<file path="src/rtl/alu_flags_pkg.sv">
package alu_flags_pkg;

  typedef enum logic [3:0] {
    OP_ADD = 4'd0,
    OP_SUB = 4'd1,
    OP_AND = 4'd2,
    OP_OR  = 4'd3,
    OP_XOR = 4'd4,
    OP_INC = 4'd5,
    OP_DEC = 4'd6,
    OP_NOT = 4'd7,
    OP_SHL = 4'd8,
    OP_SHR = 4'd9,
    OP_SAR = 4'd10
  } alu_op_e;

  typedef enum logic [1:0] {
    SH_LEFT    = 2'd0,
    SH_LOGIC_R = 2'd1,
    SH_ARITH_R = 2'd2
  } shift_e;

  typedef struct packed {
    logic ovf;
    logic sgn;
    logic zro;
    logic aux;
    logic par;
    logic cry;
  } stat_t;

  typedef struct packed {
    logic trap;
    logic intr;
    logic dir;
  } ctl_t;

  localparam int FLAG_W   = 16;
  localparam int POS_CRY  = 0;
  localparam int POS_PAR  = 2;
  localparam int POS_AUX  = 4;
  localparam int POS_ZRO  = 6;
  localparam int POS_SGN  = 7;
  localparam int POS_TRAP = 8;
  localparam int POS_INTR = 9;
  localparam int POS_DIR  = 10;
  localparam int POS_OVF  = 11;
  localparam logic [FLAG_W-1:0] FIXED_PATTERN = 16'hF002;

  function automatic logic [FLAG_W-1:0] pack_flags(stat_t s, ctl_t c);
    logic [FLAG_W-1:0] w;
    w           = FIXED_PATTERN;
    w[POS_CRY]  = s.cry;
    w[POS_PAR]  = s.par;
    w[POS_AUX]  = s.aux;
    w[POS_ZRO]  = s.zro;
    w[POS_SGN]  = s.sgn;
    w[POS_OVF]  = s.ovf;
    w[POS_TRAP] = c.trap;
    w[POS_INTR] = c.intr;
    w[POS_DIR]  = c.dir;
    return w;
  endfunction

endpackage

</file>
<file path="src/rtl/alu_addsub.sv">
module alu_addsub #(
  parameter int W = 16
) (
  input  logic [W-1:0] a,
  input  logic [W-1:0] b,
  input  logic         sub,
  output logic [W-1:0] r,
  output logic         cout,
  output logic         aux,
  output logic         ovf
);
  localparam int NIB = 4;

  logic [W:0] ext;

  always_comb begin
    if (sub) ext = {1'b0, a} - {1'b0, b};
    else     ext = {1'b0, a} + {1'b0, b};
  end

  assign r    = ext[W-1:0];
  assign cout = ext[W];
  // carry or borrow across the nibble boundary shows up as a flipped bit 4
  assign aux  = a[NIB] ^ b[NIB] ^ r[NIB];

  always_comb begin
    if (sub) ovf = (a[W-1] != b[W-1]) && (r[W-1] != a[W-1]);
    else     ovf = (a[W-1] == b[W-1]) && (r[W-1] != a[W-1]);
  end

  initial begin
    assert (W > NIB) else $error("alu_addsub width too small");
  end
endmodule

</file>
<file path="src/rtl/alu_shift1.sv">
module alu_shift1
  import alu_flags_pkg::*;
#(
  parameter int W = 16
) (
  input  logic [W-1:0] a,
  input  shift_e       mode,
  output logic [W-1:0] r,
  output logic         cout,
  output logic         ovf
);
  always_comb begin
    case (mode)
      SH_LEFT: begin
        r    = {a[W-2:0], 1'b0};
        cout = a[W-1];
        ovf  = a[W-2] ^ a[W-1];
      end
      SH_LOGIC_R: begin
        r    = {1'b0, a[W-1:1]};
        cout = a[0];
        ovf  = a[W-1];
      end
      SH_ARITH_R: begin
        r    = {a[W-1], a[W-1:1]};
        cout = a[0];
        ovf  = 1'b0;
      end
      default: begin
        r    = a;
        cout = 1'b0;
        ovf  = 1'b0;
      end
    endcase
  end
endmodule

</file>
<file path="src/rtl/alu_flag_reg.sv">
module alu_flag_reg
  import alu_flags_pkg::*;
(
  input  logic              clk,
  input  logic              rst_n,
  input  logic              op_valid,
  input  stat_t             st_new,
  input  stat_t             st_upd,
  input  logic              ctl_wr,
  input  ctl_t              ctl_new,
  output logic [FLAG_W-1:0] flags
);
  stat_t st_q, st_d;
  ctl_t  ctl_q, ctl_d;

  always_comb begin
    st_d  = stat_t'((st_q & ~st_upd) | (st_new & st_upd));
    ctl_d = ctl_new;
  end

  always_ff @(posedge clk or negedge rst_n) begin
    if (!rst_n) begin
      st_q  <= '0;
      ctl_q <= '0;
    end else begin
      if (op_valid) st_q  <= st_d;
      if (ctl_wr)   ctl_q <= ctl_d;
    end
  end

  assign flags = pack_flags(st_q, ctl_q);

  // control bits move only under their own strobe
  p_ctl_hold_r12: assert property (@(posedge clk) disable iff (!rst_n)
    !ctl_wr |=> $stable({flags[POS_TRAP], flags[POS_INTR], flags[POS_DIR]}));

  // status bits move only when an operation is strobed
  p_stat_hold_r12: assert property (@(posedge clk) disable iff (!rst_n)
    !op_valid |=> $stable({flags[POS_OVF], flags[POS_SGN], flags[POS_ZRO],
                           flags[POS_AUX], flags[POS_PAR], flags[POS_CRY]}));

  // a control write lands on the requested values
  p_ctl_load_r12: assert property (@(posedge clk) disable iff (!rst_n)
    ctl_wr |=> (flags[POS_DIR] == $past(ctl_new.dir)) &&
               (flags[POS_INTR] == $past(ctl_new.intr)));
endmodule

</file>
<file path="src/rtl/alu_flags_unit.sv">
module alu_flags_unit
  import alu_flags_pkg::*;
#(
  parameter int DATA_W = 16,
  parameter int LANE_W = 8
) (
  input  logic              clk,
  input  logic              rst_n,
  input  logic              op_valid,
  input  logic [3:0]        op_code,
  input  logic              byte_mode,
  input  logic [DATA_W-1:0] opa,
  input  logic [DATA_W-1:0] opb,
  input  logic              ctl_wr,
  input  logic              ctl_dir,
  input  logic              ctl_intr,
  input  logic              ctl_trap,
  output logic [DATA_W-1:0] result,
  output logic [FLAG_W-1:0] flags
);
  localparam int HI_W = DATA_W - LANE_W;
  localparam logic [DATA_W-1:0] LANE_MASK = {{HI_W{1'b0}}, {LANE_W{1'b1}}};
  localparam logic [DATA_W-1:0] ONE_W     = {{(DATA_W-1){1'b0}}, 1'b1};

  alu_op_e op;
  assign op = alu_op_e'(op_code);

  // operand shaping shared by both widths
  logic              is_step, is_sub;
  logic [DATA_W-1:0] b_eff;
  shift_e            sh_mode;

  always_comb begin
    is_step = (op == OP_INC) || (op == OP_DEC);
    is_sub  = (op == OP_SUB) || (op == OP_DEC);
    b_eff   = is_step ? ONE_W : opb;
    case (op)
      OP_SHR:  sh_mode = SH_LOGIC_R;
      OP_SAR:  sh_mode = SH_ARITH_R;
      default: sh_mode = SH_LEFT;
    endcase
  end

  // word-width arithmetic and shift
  logic [DATA_W-1:0] aw_r, sw_r;
  logic              aw_c, aw_a, aw_o, sw_c, sw_o;

  alu_addsub #(.W(DATA_W)) u_add_word (
    .a(opa), .b(b_eff), .sub(is_sub),
    .r(aw_r), .cout(aw_c), .aux(aw_a), .ovf(aw_o)
  );

  alu_shift1 #(.W(DATA_W)) u_shift_word (
    .a(opa), .mode(sh_mode), .r(sw_r), .cout(sw_c), .ovf(sw_o)
  );

  // lane-width arithmetic and shift
  logic [LANE_W-1:0] al_r, sl_r;
  logic              al_c, al_a, al_o, sl_c, sl_o;

  alu_addsub #(.W(LANE_W)) u_add_lane (
    .a(opa[LANE_W-1:0]), .b(b_eff[LANE_W-1:0]), .sub(is_sub),
    .r(al_r), .cout(al_c), .aux(al_a), .ovf(al_o)
  );

  alu_shift1 #(.W(LANE_W)) u_shift_lane (
    .a(opa[LANE_W-1:0]), .mode(sh_mode), .r(sl_r), .cout(sl_c), .ovf(sl_o)
  );

  // result select and per-class flag update mask
  logic [DATA_W-1:0] res;
  logic [DATA_W-1:0] size_mask;
  stat_t             st_new, st_upd;

  always_comb begin
    size_mask = byte_mode ? LANE_MASK : '1;
    res       = '0;
    st_new    = '0;
    st_upd    = '0;
    case (op)
      OP_ADD, OP_SUB, OP_INC, OP_DEC: begin
        res        = byte_mode ? {{HI_W{1'b0}}, al_r} : aw_r;
        st_new.cry = byte_mode ? al_c : aw_c;
        st_new.aux = byte_mode ? al_a : aw_a;
        st_new.ovf = byte_mode ? al_o : aw_o;
        st_upd     = '1;
        st_upd.cry = !is_step;
      end
      OP_AND: begin
        res    = (opa & opb) & size_mask;
        st_upd = '1;
      end
      OP_OR: begin
        res    = (opa | opb) & size_mask;
        st_upd = '1;
      end
      OP_XOR: begin
        res    = (opa ^ opb) & size_mask;
        st_upd = '1;
      end
      OP_NOT: begin
        res = ~opa & size_mask;
      end
      OP_SHL, OP_SHR, OP_SAR: begin
        res        = byte_mode ? {{HI_W{1'b0}}, sl_r} : sw_r;
        st_new.cry = byte_mode ? sl_c : sw_c;
        st_new.ovf = byte_mode ? sl_o : sw_o;
        st_upd     = '1;
      end
      default: begin
        res = '0;
      end
    endcase
    st_new.zro = (res == '0);
    st_new.sgn = byte_mode ? res[LANE_W-1] : res[DATA_W-1];
    st_new.par = ~^res[LANE_W-1:0];
  end

  assign result = res;

  ctl_t ctl_new;
  assign ctl_new = '{trap: ctl_trap, intr: ctl_intr, dir: ctl_dir};

  alu_flag_reg u_flags (
    .clk(clk), .rst_n(rst_n), .op_valid(op_valid),
    .st_new(st_new), .st_upd(st_upd),
    .ctl_wr(ctl_wr), .ctl_new(ctl_new), .flags(flags)
  );

  // stored parity matches the low byte of the strobed result
  p_parity_r4: assert property (@(posedge clk) disable iff (!rst_n)
    (op_valid && op_code <= 4'd10 && op_code != 4'd7)
      |=> flags[POS_PAR] == ~^$past(result[LANE_W-1:0]));

  // stored zero flag matches the strobed result
  p_zero_r5: assert property (@(posedge clk) disable iff (!rst_n)
    (op_valid && op_code <= 4'd10 && op_code != 4'd7)
      |=> flags[POS_ZRO] == ($past(result) == '0));

  // logic operations leave carry, overflow and auxiliary clear
  p_logic_clear_r6: assert property (@(posedge clk) disable iff (!rst_n)
    (op_valid && op_code >= 4'd2 && op_code <= 4'd4)
      |=> !flags[POS_CRY] && !flags[POS_OVF] && !flags[POS_AUX]);

  // increment and decrement keep carry
  p_step_carry_r7: assert property (@(posedge clk) disable iff (!rst_n)
    (op_valid && (op_code == 4'd5 || op_code == 4'd6))
      |=> flags[POS_CRY] == $past(flags[POS_CRY]));

  // complement changes no flag
  p_not_hold_r8: assert property (@(posedge clk) disable iff (!rst_n)
    (op_valid && op_code == 4'd7 && !ctl_wr) |=> $stable(flags));

  // byte results never carry into the upper byte
  p_byte_upper_r10: assert property (@(posedge clk) disable iff (!rst_n)
    byte_mode |-> result[DATA_W-1:LANE_W] == '0);
endmodule

</file>
<file path="config.mk">
export PLATFORM = sky130hd
export DESIGN_NAME = alu_flags_unit
export DESIGN_NICKNAME = d
export VERILOG_FILES = /design/src/rtl/alu_flags_pkg.sv /design/src/rtl/alu_addsub.sv /design/src/rtl/alu_shift1.sv /design/src/rtl/alu_flag_reg.sv /design/src/rtl/alu_flags_unit.sv
export SDC_FILE = /design/constraint.sdc
export NUM_CORES = 1
export LEC_CHECK = 0
export ABC_AREA = 1
export BUFFER_PORTS_ARGS = -buffer_cell sky130_fd_sc_hd__clkbuf_2
export CAP_MARGIN = 15
export CELL_PAD_IN_SITES_DETAIL_PLACEMENT = 0
export CELL_PAD_IN_SITES_GLOBAL_PLACEMENT = 1
export CORE_MARGIN = 3
export CORE_UTILIZATION = 39
export DETAILED_ROUTE_END_ITERATION = 8
export MAX_ROUTING_LAYER = met4
export PLACE_DENSITY_LB_ADDON = 0.05
export SYNTH_ARGS = -nofsm -noshare
export SYNTH_HDL_FRONTEND = slang
export SYNTH_SLANG_ARGS = --single-unit
</file>
<file path="constraint.sdc">
create_clock -name clk -period 4.7 [get_ports clk]
set_input_delay 0.94 -clock clk [delete_from_list [all_inputs] [get_ports clk]]
set_output_delay 0.94 -clock clk [all_outputs]
set_load 0.03 [all_outputs]
</file>
==> results.sh, run 1 <==
export IMPL_drive_gt1_share_pct=27.0
export IMPL_p_leak_uw=0.00282
export IMPL_synthCells=681
export IMPL_htreeDepth=1
export IMPL_crit_path_start_kind="input pin"
export IMPL_path_max_fanout=8
export IMPL_worstPathRequired_ns=3.76
export IMPL_cts_tree="done"
export IMPL_skew_ns=0
export IMPL_drt_total_wl_um=14700
export IMPL_register_area_um2=225
export IMPL_relSlewSlack_pct=55.0
export IMPL_numPortBuffers=68
export IMPL_holdCritPathClass="flip-flop to flip-flop"
export IMPL_yosys_top_cells_area="ha_1 (18%), nand2_1 (17%), inv_1 (11%)"
export IMPL_setup_viol=0
export IMPL_ys_ff_latch=9
export IMPL_first_global_vias=4298
export IMPL_grt_overflow_total=0
export IMPL_finalHoldViolations=0
export IMPL_place_hpwl_um=12200
export IMPL_vias=4693
export IMPL_place_inst=901
export IMPL_finalCritPeriodShare_pct=97.8
export IMPL_pin_count=76
export IMPL_worstSetupPathType="input pin to primary output"
export IMPL_area_delta_synth_final_pct=28.8
export IMPL_grt_max_degree=20
export IMPL_die_x_um=106
export IMPL_clockBufferDepth=2
export IMPL_crit_arrival_ns=3.66
export IMPL_via_per_inst=5.13
export IMPL_p_per_area_nw_per_um2=198
export IMPL_synth_area_um2=3930
export IMPL_first_pass_iters=5
export IMPL_root_buffer="clkbuf_8"
export IMPL_synthArstFlopShare_pct=100
export IMPL_initial_core_util_pct=41.3
export IMPL_slew_viol_final=0
export IMPL_ys_types=46
export IMPL_synth_edf_count=0
export IMPL_cts_sinks=9
export IMPL_n_antenna_cell=0
export IMPL_synth_top_flop_cell="dfrtp_1"
export IMPL_setup_slack_ns=0.101
export IMPL_clk_latency_ns=0.23
export IMPL_vdd_ir_drop_max_v=0.0000976
export IMPL_netlist_area_leader_share_pct=17.9
export IMPL_rsz0062_at_grt="yes"
export IMPL_seq_area_frac_synth_pct=5.74
export IMPL_wire_per_inst_um=16.1
export IMPL_dp_slack_ns=-0.111
export IMPL_fin_cells=914
export IMPL_numCtsBuffers=3
export IMPL_hold_buffers=0
export IMPL_drtIter0Drc=224
export IMPL_outcome="finished, final reports clean"
export IMPL_end_kind="primary output"
export IMPL_fp_dieH_um=106
export IMPL_drc_errors=0
export IMPL_gp_congestion=0.929
export IMPL_setup_tns_ns=0
export IMPL_cap_violations=0
export IMPL_fin_crit_ns=4.60
export IMPL_fillers=1057
export IMPL_fin_nets=887
export IMPL_core_um2=9500
export IMPL_synth_area_per_cell_um2=5.76
export IMPL_yosysTopAreaCell="ha_1"
export IMPL_max_freq_mhz=217
export IMPL_clkTransAtPathRegs_ns=0.05
export IMPL_tightest_slew_ns=0.673
export IMPL_grt_pass1_wl_um=22200
export IMPL_antenna_found_initial=0
export IMPL_multiInputGateArea_um2=3370
export IMPL_ant_nets=0
export IMPL_fp_row_count=35
export IMPL_die_area_um2=11300
export IMPL_yosysWarningCount=0
export IMPL_gr_usage_all_layers_pct=25.4
## synth_stat cells (2+ instances only)
| master | number |
|---|---|
| a211oi_1 | 11 |
| a21oi_1 | 33 |
| a221oi_1 | 3 |
| a22oi_1 | 2 |
| a31oi_1 | 6 |
| and2_1 | 3 |
| buf_2 | 4 |
| buf_4 | 9 |
| buf_6 | 3 |
| clkbuf_1 | 6 |
| conb_1 | 2 |
| dfrtp_1 | 9 |
| ha_1 | 56 |
| inv_1 | 119 |
| inv_2 | 3 |
| mux2_2 | 3 |
| nand2_1 | 175 |
| nand2_2 | 7 |
| nand3_1 | 54 |
| nand4_1 | 9 |
| nor2_1 | 60 |
| nor2_2 | 3 |
| nor2_4 | 2 |
| nor3_1 | 3 |
| o2111ai_1 | 5 |
| o211ai_1 | 4 |
| o21ai_0 | 32 |
| o21ai_2 | 3 |
| o21bai_1 | 3 |
| o221ai_1 | 4 |
| o22ai_1 | 8 |
| or2_0 | 2 |
| xnor2_1 | 10 |
| xor2_1 | 13 |
## cell type report
| class | instances | share of cell area (%) |
|---|---|---|
| Tap cell | 129 | 3.19 |
| Sequential cell | 9 | 4.46 |
| Multi-Input combinational cell | 531 | 66.7 |
| Inverter | 123 | 9.33 |
| Timing Repair Buffer | 118 | 15.4 |
| Clock buffer | 4 | 0.891 |
## cell usage in the layout, fill, tap and decap left out, types with 8 or more instances in the layout
master	count
o21ai_0	30
o22ai_1	8
a21oi_1	26
buf_4	47
clkbuf_2	58
buf_6	9
nand4_1	9
a21oi_2	8
xnor2_1	9
ha_1	51
inv_1	111
nor2_1	53
xor2_1	12
nand2_2	27
nand3_1	47
a211oi_1	11
nand2_1	152
dfrtp_1	9
## report_power, final
part,total (µW),switching [µW],leakage (µW),internal [µW]
Sequential,103,10.0,0.000110,93.1
Clock,89.6,30.5,0.0000228,59.1
Combinational,806,510,0.00268,296
## stage by stage
stage / hold WS, ns / util, % / power [µW] / instance area, µm²
2_1_floorplan: 0.644 / - / 577 / 3940
3_3_place_gp: 0.483 / 48.3 / 811 / 4590
3_5_place_dp: 0.482 / 48.3 / 818 / 4590
4_1_cts: 0.497 / 49.0 / 913 / 4660
5_1_grt: 0.520 / 53.2 / 1080 / 5050
6_report: 0.496 / 53.2 / 999 / 5050
## final timing paths
check,from,to,slack (ns),depth (start not counted)
max in group asynchronous,rst_n,u_flags.flags[9],3.93,1
max,op_code[2],result[15],0.10,25
min,flip-flop,flip-flop,0.50,2
min in group asynchronous,rst_n,async pin,0.56,1
min reg2reg,flip-flop,flip-flop,0.50,2
max reg2reg,u_flags.flags[10],u_flags.flags[10],3.95,1
## logic make-up after synthesis
kind of cell,after synthesis,synth area share (%)
mux,3,0.861
flops,9,5.74
simple gates,323,35.4
compound gates,118,18.5
fa+ha+maj,57,18.4
xor+xnor,23,5.13
buf+inv,146,15.8
other cells,2,0.191
## metal layers
| layer | global-route usage (%) | vias up | part of all wire, % |
|---|---|---|---|
| li1 | - | 2408 | - |
| met1 | 33.7 | 2140 | 46 |
| met2 | 41.9 | 127 | 48 |
| met3 | 2.31 | 18 | 4.3 |
| met4 | 5.64 | 0 | 2.0 |
| met5 | - | - | 0 |
## what timing repair did
item                       in CTS  in global routing
gates resized for setup         7                104
setup buffers                   0                  9
setup endpoints to repair       7                 11
pin swaps                       1                 39
cloned                          0                  0
## worst max-delay path, stage by stage
cell     delay (ns)
buf_8          0.08
inv_4          0.03
nor2_4         0.13
nand3_4        0.16
nand2_2        0.12
nand2_2        0.06
nor2_4         0.15
nand2_2        0.09
nor2_4         0.18
a21oi_2        0.08
xor2_1         0.15
ha_1           0.34
buf_6          0.14
nand2_2        0.06
nand2_2        0.06
nand2_2        0.07
nand2_2        0.04
a21oi_2        0.17
nand2_2        0.07
nand2_2        0.09
nand3_2        0.07
nand2_1        0.08
nand2_1        0.06
inv_1          0.09
buf_6          0.13
Power figures use the tool's default switching activity.
==> inputs of run 2 (changes only) <==
Settings changed: PLACE_DENSITY set to 0.94, PLACE_DENSITY_LB_ADDON 0.05 to not set.
Clock period 4.7 ns to 4.94 ns, I/O delays scaled along.
==> results.sh, run 2 (same netlist as run 1, synthesis figures left out) <==
export IMPL_finalCritPeriodShare_pct=96.2
export IMPL_path_max_fanout=7
export IMPL_cap_violations=0
export IMPL_final_area_um2=4760
export IMPL_drtIter0Drc=431
export IMPL_fin_crit_ns=4.75
export IMPL_fp_dieH_um=106
export IMPL_p_leak_uw=0.00266
export IMPL_wire_per_inst_um=15.9
export IMPL_gp_congestion=0.956
export IMPL_n_antenna_cell=0
export IMPL_drive_gt1_share_pct=21.5
export IMPL_slew_viol_final=0
export IMPL_ant_nets=0
export IMPL_root_buffer="clkbuf_8"
export IMPL_vdd_ir_drop_max_v=0.000125
export IMPL_place_hpwl_um=11400
export IMPL_first_pass_iters=5
export IMPL_initial_core_util_pct=41.3
export IMPL_clk_latency_ns=0.24
export IMPL_crit_arrival_ns=3.76
export IMPL_fp_row_count=35
export IMPL_grt_overflow_total=0
export IMPL_clockBufferDepth=2
export IMPL_vias=4803
export IMPL_crit_path_start_kind="input pin"
export IMPL_highest_signal_layer="met4"
export IMPL_worstSetupPathType="input pin to primary output"
export IMPL_regToRegStartpoint="u_flags.flags[9]"
export IMPL_p_per_area_nw_per_um2=190
export IMPL_numCtsBuffers=3
export IMPL_tightest_slew_ns=0.783
export IMPL_die_area_um2=11300
export IMPL_worstPathRequired_ns=3.95
export IMPL_grt_max_degree=21
export IMPL_numPortBuffers=68
export IMPL_end_kind="primary output"
export IMPL_skew_ns=0
export IMPL_pin_count=76
export IMPL_met2_length_um=6860
export IMPL_layout_common_cells="nand2_1 (160), inv_1 (115), clkbuf_2 (60), nor2_1 (54), ha_1 (51)"
export IMPL_antenna_found_initial=0
export IMPL_fin_nets=859
export IMPL_cts_sinks=9
export IMPL_htreeDepth=1
export IMPL_routedLengthMet1_um=5910
export IMPL_setup_viol=0
export IMPL_cts_tree="done"
export IMPL_drc_errors=0
export IMPL_drt_total_wl_um=14100
export IMPL_relSlewSlack_pct=47.6
export IMPL_place_inst=872
export IMPL_placed_cell_area_um2=4380
export IMPL_crit_path_start="op_code[0]"
export IMPL_fillers=1017
export IMPL_grt_pass1_wl_um=22000
export IMPL_outcome="finished, final reports clean"
export IMPL_area_delta_synth_final_pct=21.3
export IMPL_rsz0062_at_grt="yes"
export IMPL_first_global_vias=4477
export IMPL_finalHoldViolations=0
export IMPL_core_um2=9500
export IMPL_final_common_cell="nand2_1"
export IMPL_clkTransAtPathRegs_ns=0.04
export IMPL_holdCritPathClass="flip-flop to flip-flop"
export IMPL_die_x_um=106
export IMPL_via_per_inst=5.42
export IMPL_fin_cells=886
export IMPL_max_freq_mhz=210
export IMPL_gr_usage_all_layers_pct=24.4
export IMPL_met3_length_um=1090
## run 2: layer usage
metal	global-route usage [%]	up-vias
met5	-	-
met4	2.87	0
met3	2.00	23
met2	41.6	202
met1	32.5	2226
li1	-	2352
## run 2: power by group
| part | switching, µW | internal [µW] |
|---|---|---|
| clock | 31.2 | 55.1 |
| combinational | 474 | 246 |
| sequential | 8.92 | 88.5 |
## run 2: timing repair
item | CTS | global route
hold buffers | 0 | 0
buffers inserted | 0 | 10
resized for setup | 3 | 77
endpoints found under the setup margin | 2 | 8
pin swaps | 0 | 24
## run 2: worst max-delay path, cell delays in order
cell	delay, ns
buf_2	0.14
inv_2	0.05
nand2_2	0.11
nand3_4	0.17
nand2_4	0.13
nand2_2	0.07
nor2_4	0.16
nand2_2	0.10
nor2_4	0.15
a31oi_1	0.12
xnor2_1	0.17
inv_1	0.10
ha_4	0.26
inv_1	0.07
o21bai_1	0.10
o21bai_1	0.18
a21oi_2	0.14
nand2_1	0.06
nand2_1	0.08
nand3_2	0.07
nand2_1	0.07
nand2_1	0.07
inv_2	0.08
buf_6	0.12
## run 2: per-stage QoR
stage	setup WS [ns]	util, %	power [µW]	setup TNS (ns)	hold slack, ns
after floorplan	0.610	-	549	0	0.661
after global placement	0.0578	46.1	730	0	0.471
after detailed placement	-0.0527	46.1	741	-0.0617	0.478
after CTS	0.0320	46.7	831	0	0.487
after global routing	-0.0249	50.1	987	-0.0694	0.530
final	0.187	50.1	903	0	0.485
## run 2: worst paths after layout
path	slack, ns	end	cells after the start
worst max-delay path	0.19	result[14]	24
worst min-delay path	0.48	flip-flop	2
worst max register to register	4.18	u_flags.flags[9]	1
worst min register to register	0.48	flip-flop	2
max in group asynchronous	4.12	async pin	1
min in group asynchronous	0.61	u_flags.flags[10]	1
## run 2: cell type report
| type | count | area, µm² | share of cell area [%] |
|---|---|---|---|
| multi-input cells | 531 | 3320 | 69.7 |
| flip-flops and latches | 9 | 225 | 4.73 |
| well taps | 129 | 161 | 3.39 |
| clock buffers | 3 | 41.3 | 0.867 |
| clock inverters | 1 | 5.00 | 0.105 |
| repair buffers | 90 | 549 | 11.5 |
| inverters | 123 | 462 | 9.70 |
